`config.mk`:
```
export PLATFORM = sky130hd
export DESIGN_NAME = stream_fc_wrap
export DESIGN_NICKNAME = d
export VERILOG_FILES = /design/src/rtl/fcw_pkg.sv /design/src/rtl/fcw_pipe_stage.sv /design/src/rtl/fcw_skid_stage.sv /design/src/rtl/stream_fc_wrap.sv
export SDC_FILE = /design/constraint.sdc
export NUM_CORES = 1
export LEC_CHECK = 0
export ABC_AREA = 1
export BUFFER_PORTS_ARGS = -buffer_cell sky130_fd_sc_hd__buf_2
export CORE_MARGIN = 4
export CORE_UTILIZATION = 40
export DETAILED_ROUTE_END_ITERATION = 10
export PLACE_DENSITY = 0.89
export SLEW_MARGIN = 20
export SYNTH_ARGS = -nofsm -noshare
export SYNTH_HDL_FRONTEND = slang
export SYNTH_SLANG_ARGS = --single-unit
```
`constraint.sdc`:
```
create_clock -name clk -period 2.4 [get_ports clk]
set_input_delay 0.48 -clock clk [delete_from_list [all_inputs] [get_ports clk]]
set_output_delay 0.48 -clock clk [all_outputs]
set_load 0.05 [all_outputs]
```
`src/rtl/fcw_pkg.sv`:
```
package fcw_pkg;

  typedef struct packed {
    logic sync;
    logic sop;
    logic eop;
  } fcw_ctrl_t;

  localparam int FCW_CTRL_W = 3;

  typedef enum logic [1:0] {
    FCW_MODE_OFF,
    FCW_MODE_COMB,
    FCW_MODE_REG
  } fcw_mode_e;

  function automatic fcw_mode_e fcw_pick_mode(input bit use_rdy, input bit pipe_rdy);
    if (!use_rdy)     return FCW_MODE_OFF;
    else if (pipe_rdy) return FCW_MODE_REG;
    else               return FCW_MODE_COMB;
  endfunction

endpackage

```
`src/rtl/fcw_pipe_stage.sv`:
```
// Single output register loaded from the combinational next beat.
module fcw_pipe_stage #(
  parameter int W = 11
) (
  input  logic         clk,
  input  logic         rst,
  input  logic         in_valid,
  input  logic [W-1:0] in_bus,
  output logic         up_ready,
  input  logic         dn_ready,
  output logic         out_valid,
  output logic [W-1:0] out_bus
);

  logic         vld_q;
  logic [W-1:0] bus_q;
  logic         load;

  // the register may take a new beat when it is empty or being drained
  assign load     = dn_ready | ~vld_q;
  assign up_ready = load;

  always_ff @(posedge clk) begin
    if (rst) begin
      vld_q <= 1'b0;
      bus_q <= '0;
    end else if (load) begin
      vld_q <= in_valid;
      bus_q <= in_bus;
    end
  end

  assign out_valid = vld_q;
  assign out_bus   = bus_q;

  // an accepted beat is on the output after one edge
  p_capture_r3: assert property (@(posedge clk) disable iff (rst)
    (up_ready && in_valid) |=> (out_valid && out_bus == $past(in_bus)));

  // a stalled beat does not move
  p_hold_r4: assert property (@(posedge clk) disable iff (rst)
    (out_valid && !dn_ready) |=> (out_valid && $stable(out_bus)));

  // draining with nothing behind leaves the stage empty
  p_drain_r10: assert property (@(posedge clk) disable iff (rst)
    (out_valid && dn_ready && !in_valid) |=> !out_valid);

endmodule

```
`src/rtl/fcw_skid_stage.sv`:
```
// Shift buffer behind a registered ready; entry 0 is the output register.
module fcw_skid_stage #(
  parameter int W     = 11,
  parameter int DEPTH = 3
) (
  input  logic         clk,
  input  logic         rst,
  input  logic         in_valid,
  input  logic [W-1:0] in_bus,
  output logic         up_ready,
  input  logic         dn_ready,
  output logic         out_valid,
  output logic [W-1:0] out_bus
);

  localparam int CW = $clog2(DEPTH + 1);
  localparam int AW = (DEPTH > 1) ? $clog2(DEPTH) : 1;

  logic [W-1:0]  slot_q [DEPTH];
  logic [W-1:0]  slot_d [DEPTH];
  logic [CW-1:0] cnt_q, cnt_d, wr_idx;
  logic          vld_q, rdy_q, rdy_d, pop;

  assign pop = vld_q & dn_ready;

  always_comb begin
    cnt_d  = cnt_q + CW'(in_valid) - CW'(pop);
    wr_idx = cnt_q - CW'(pop);
    for (int i = 0; i < DEPTH; i++) begin
      slot_d[i] = slot_q[i];
      if (pop && i < DEPTH - 1) slot_d[i] = slot_q[(i + 1) % DEPTH];
    end
    if (in_valid && int'(wr_idx) < DEPTH) slot_d[wr_idx[AW-1:0]] = in_bus;
    // one more grant is safe only if held beats plus the beat already
    // granted still leave a free entry
    rdy_d = (int'(cnt_d) + int'(rdy_q)) <= DEPTH - 1;
  end

  always_ff @(posedge clk) begin
    if (rst) begin
      cnt_q <= '0;
      vld_q <= 1'b0;
      rdy_q <= 1'b0;
      for (int i = 0; i < DEPTH; i++) slot_q[i] <= '0;
    end else begin
      cnt_q  <= cnt_d;
      vld_q  <= (cnt_d != '0);
      rdy_q  <= rdy_d;
      slot_q <= slot_d;
    end
  end

  assign up_ready  = rdy_q;
  assign out_valid = vld_q;
  assign out_bus   = slot_q[0];

  // beats arrive only one cycle after a grant
  p_arrival_r5: assert property (@(posedge clk) disable iff (rst)
    in_valid |-> $past(up_ready));

  // a full buffer is never written without a pop
  p_no_overflow_r6: assert property (@(posedge clk) disable iff (rst)
    (in_valid && !pop) |-> (int'(cnt_q) < DEPTH));

  // a stalled head does not move
  p_hold_r4: assert property (@(posedge clk) disable iff (rst)
    (out_valid && !dn_ready) |=> (out_valid && $stable(out_bus)));

endmodule

```
`src/rtl/stream_fc_wrap.sv`:
```
module stream_fc_wrap
  import fcw_pkg::*;
#(
  parameter int DATA_W     = 8,
  parameter bit USE_READY  = 1'b1,
  parameter bit PIPE_READY = 1'b0,
  parameter int BUF_DEPTH  = 3
) (
  input  logic              clk,
  input  logic              rst,
  input  logic              nxt_valid,
  input  logic              nxt_sop,
  input  logic              nxt_eop,
  input  logic              nxt_sync,
  input  logic [DATA_W-1:0] nxt_data,
  input  logic              cur_valid,
  input  logic              cur_sop,
  input  logic              cur_eop,
  input  logic              cur_sync,
  input  logic [DATA_W-1:0] cur_data,
  input  logic              dn_ready,
  output logic              up_ready,
  output logic              out_valid,
  output logic              out_sop,
  output logic              out_eop,
  output logic              out_sync,
  output logic [DATA_W-1:0] out_data
);

  localparam int        BUS_W = DATA_W + FCW_CTRL_W;
  localparam fcw_mode_e MODE  = fcw_pick_mode(USE_READY, PIPE_READY);

  fcw_ctrl_t        nxt_ctrl, cur_ctrl, out_ctrl;
  logic [BUS_W-1:0] nxt_bus, cur_bus, out_bus;

  assign nxt_ctrl = '{sync: nxt_sync, sop: nxt_sop, eop: nxt_eop};
  assign cur_ctrl = '{sync: cur_sync, sop: cur_sop, eop: cur_eop};
  assign nxt_bus  = {nxt_ctrl, nxt_data};
  assign cur_bus  = {cur_ctrl, cur_data};

  generate
    if (MODE == FCW_MODE_OFF) begin : g_off
      assign up_ready  = 1'b1;
      assign out_valid = cur_valid;
      assign out_bus   = cur_bus;
      logic unused_off;
      assign unused_off = ^{clk, rst, dn_ready, nxt_valid, nxt_bus};
    end else if (MODE == FCW_MODE_COMB) begin : g_comb
      fcw_pipe_stage #(.W(BUS_W)) u_pipe (
        .clk(clk), .rst(rst),
        .in_valid(nxt_valid), .in_bus(nxt_bus),
        .up_ready(up_ready), .dn_ready(dn_ready),
        .out_valid(out_valid), .out_bus(out_bus)
      );
      logic unused_comb;
      assign unused_comb = ^{cur_valid, cur_bus};
    end else begin : g_reg
      fcw_skid_stage #(.W(BUS_W), .DEPTH(BUF_DEPTH)) u_skid (
        .clk(clk), .rst(rst),
        .in_valid(cur_valid), .in_bus(cur_bus),
        .up_ready(up_ready), .dn_ready(dn_ready),
        .out_valid(out_valid), .out_bus(out_bus)
      );
      logic unused_reg;
      assign unused_reg = ^{nxt_valid, nxt_bus};
    end
  endgenerate

  assign out_ctrl = out_bus[BUS_W-1 -: FCW_CTRL_W];
  assign out_data = out_bus[DATA_W-1:0];
  assign out_sync = out_ctrl.sync;
  assign out_sop  = out_ctrl.sop;
  assign out_eop  = out_ctrl.eop;

endmodule

```
==> results.cfg <==
[yosys]
synth_top_area_share_pct = 45.7
ys_types = 10
yosys_warnings = 0
synth_nets = 105
ys_seq_area_share_pct = 45.7
synth_area_leader_cell = dfxtp_1
syn_area_per_cell_um2 = 6.74
yosys-top-cells-count = nor2_1 (24), inv_1 (14), dfxtp_1 (12)
synth_edf_count = 0
synth.area.top_cells = dfxtp_1 (46%), nor2_1 (17%), nand3_1 (10%)
ys.flop_type = dfxtp_1
ys_ff_latch = 12
synth_area_um2 = 526
syn_inst = 78
synth-async-reset-ratio_pct = 0
synth.most_common_cell = nor2_1

[global_route]
grt_overflow = 0
grtUsageTotal_pct = 11.4
grt_max_degree = 14
antenna_found_initial = 0
grt_pass1_wl_um = 1690
first_global_vias = 422

[route]
firstDrtPassIters = 5
drc_errors = 0
wl_per_cell_um = 9.57
antenna_left = 0
initialDrtViolationCount = 1
wl_um = 1140
vias_per_cell = 4.28
vias = 509

[cells_and_area]
antenna_cells = 0
final_util_pct = 58.3
final_area_um2 = 683
area_growth_pct = 30.0
num-nets-final = 133
drive_above_1_share_pct = 31.4
fillers = 122

[sta]
fmax_mhz = 512
finalSetupTns_ps = 0
fin_skew_ps = 1.62
rsz0062_at_grt = no
final-max-slew-violation-count = 0
final.min_clock_period_ps = 1950
min_period_over_period_pct = 81.4
slew_headroom_pct = 71.3
finalHoldViolCount = 0
setup_viol = 0
tightest_slew_ps = 429
fin_hold_ws_ps = 376
setup_ws_ps = 447

[clock_network]
post_cts.repair.setup_buffers = 0
clock_sinks = 12
cts_buffer_depth = 2
cts_made_buffers = 3
ctsResizeCount = 0
clkSlewWorstSetupHoldPaths_ps = 70
hold_buffers = 0
cts-root-buf = clkbuf_4
htreeDepth = 1
worstSkewPairLatency_ps = 260
cts_tree = done

[floorplan]
core_mm2 = 0.00117
rows = 12
die_area_mm2 = 0.00196
initial_utilization_pct = 44.9
fp.dieH_um = 44.2
io_pins = 40
die_w_um = 44.2

[worst_setup_path]
critPathRequiredTime_ps = 1920
crit_type = flip-flop to output port
cp_slowest_cell = dfxtp_1
worst-path-buf-inv = 3
cp-end-kind = output port
path_max_fanout = 13
worst_path_largest_cell_delay_ps = 590
crit_arrival_ps = 1470
cp_cell_sequence = inv_2 > nor2_4 > inv_1 > buf_2
critPathTopFamily = flip-flops
startpoint_type = flip-flop

[place]
gp_congestion = 0.693
placed_area_um2 = 647
dp_worst_setup_slack_ps = 730
io_buffers = 27
dpl.hpwl_um = 850

[outcome]
outcome = finished, final reports clean

[pwr]
p_per_area_mw_per_mm2 = 726
ir_drop_v = 0.000320
p_leak_nw = 0.380

[hold_path]
min_path_type = input pin to flip-flop

[job]
drv_cap = 0
==> per-layer routing <==
metal / part of all wire (%) / global-route usage, % / vias up
met5: 0 / 0 / -
met3: 8.0 / 1.22 / 2
li1: - / - / 281
met1: 44 / 14.9 / 207
met4: 1.3 / 5.42 / 0
met2: 46 / 18.6 / 19
==> registers in the layout, indices dropped and copies added (netlist names) <==
register / count
g_comb.u_pipe.out_bus: 11
g_comb.u_pipe.out_valid: 1
==> cell families (layout without fill, tap and decap cells) <==
logic type	Yosys count	in the layout	share of synthesized area [%]
simple gates	47	47	37.6
buf+inv	19	46	16.7
flops	12	12	45.7
==> power breakdown <==
part           total (mW)  leakage, nW  internal (mW)  switching [mW]
clock               0.156       0.0210         0.0920          0.0636
sequential          0.223        0.100          0.214         0.00982
combinational       0.117        0.259         0.0319          0.0850
total               0.496        0.380          0.337           0.158
==> cells in the final DEF, fill, tap and decap left out <==
cell type	Yosys	routed
buf_2	1	27
nor2_1	24	24
inv_1	14	14
dfxtp_1	12	12
nand3_1	11	11
nand2_1	11	11
clkbuf_4	0	3
inv_2	1	1
nor2_4	1	1
clkbuf_8	0	1
==> layout make-up <==
cell class              instances  area, um2  area share [%]
well taps                      14       17.5            2.56
clock buffers                   4       36.3            5.31
repair buffers                 27        135            19.8
multi-input cells              47        198            28.9
flip-flops and latches         12        240            35.2
inverters                      15       56.3            8.24
==> metrics by stage <==
step                std cells  power, mW
finish                    119      0.496
floorplan                  78      0.318
global placement          115      0.344
global route              119      0.516
CTS                       119      0.501
detailed placement        115      0.346
==> final timing paths <==
check | depth (start not counted) | to | slack (ps) | startpoint
max | 4 | up_ready | 450 | g_comb.u_pipe.out_valid
min | 2 | g_comb.u_pipe.out_valid | 380 | rst
max reg2reg | 4 | g_comb.u_pipe.out_bus[6] | 1220 | g_comb.u_pipe.out_valid
min reg2reg | 4 | g_comb.u_pipe.out_bus[10] | 530 | g_comb.u_pipe.out_bus[10]
No activity file was read; power rests on OpenSTA's default activity.
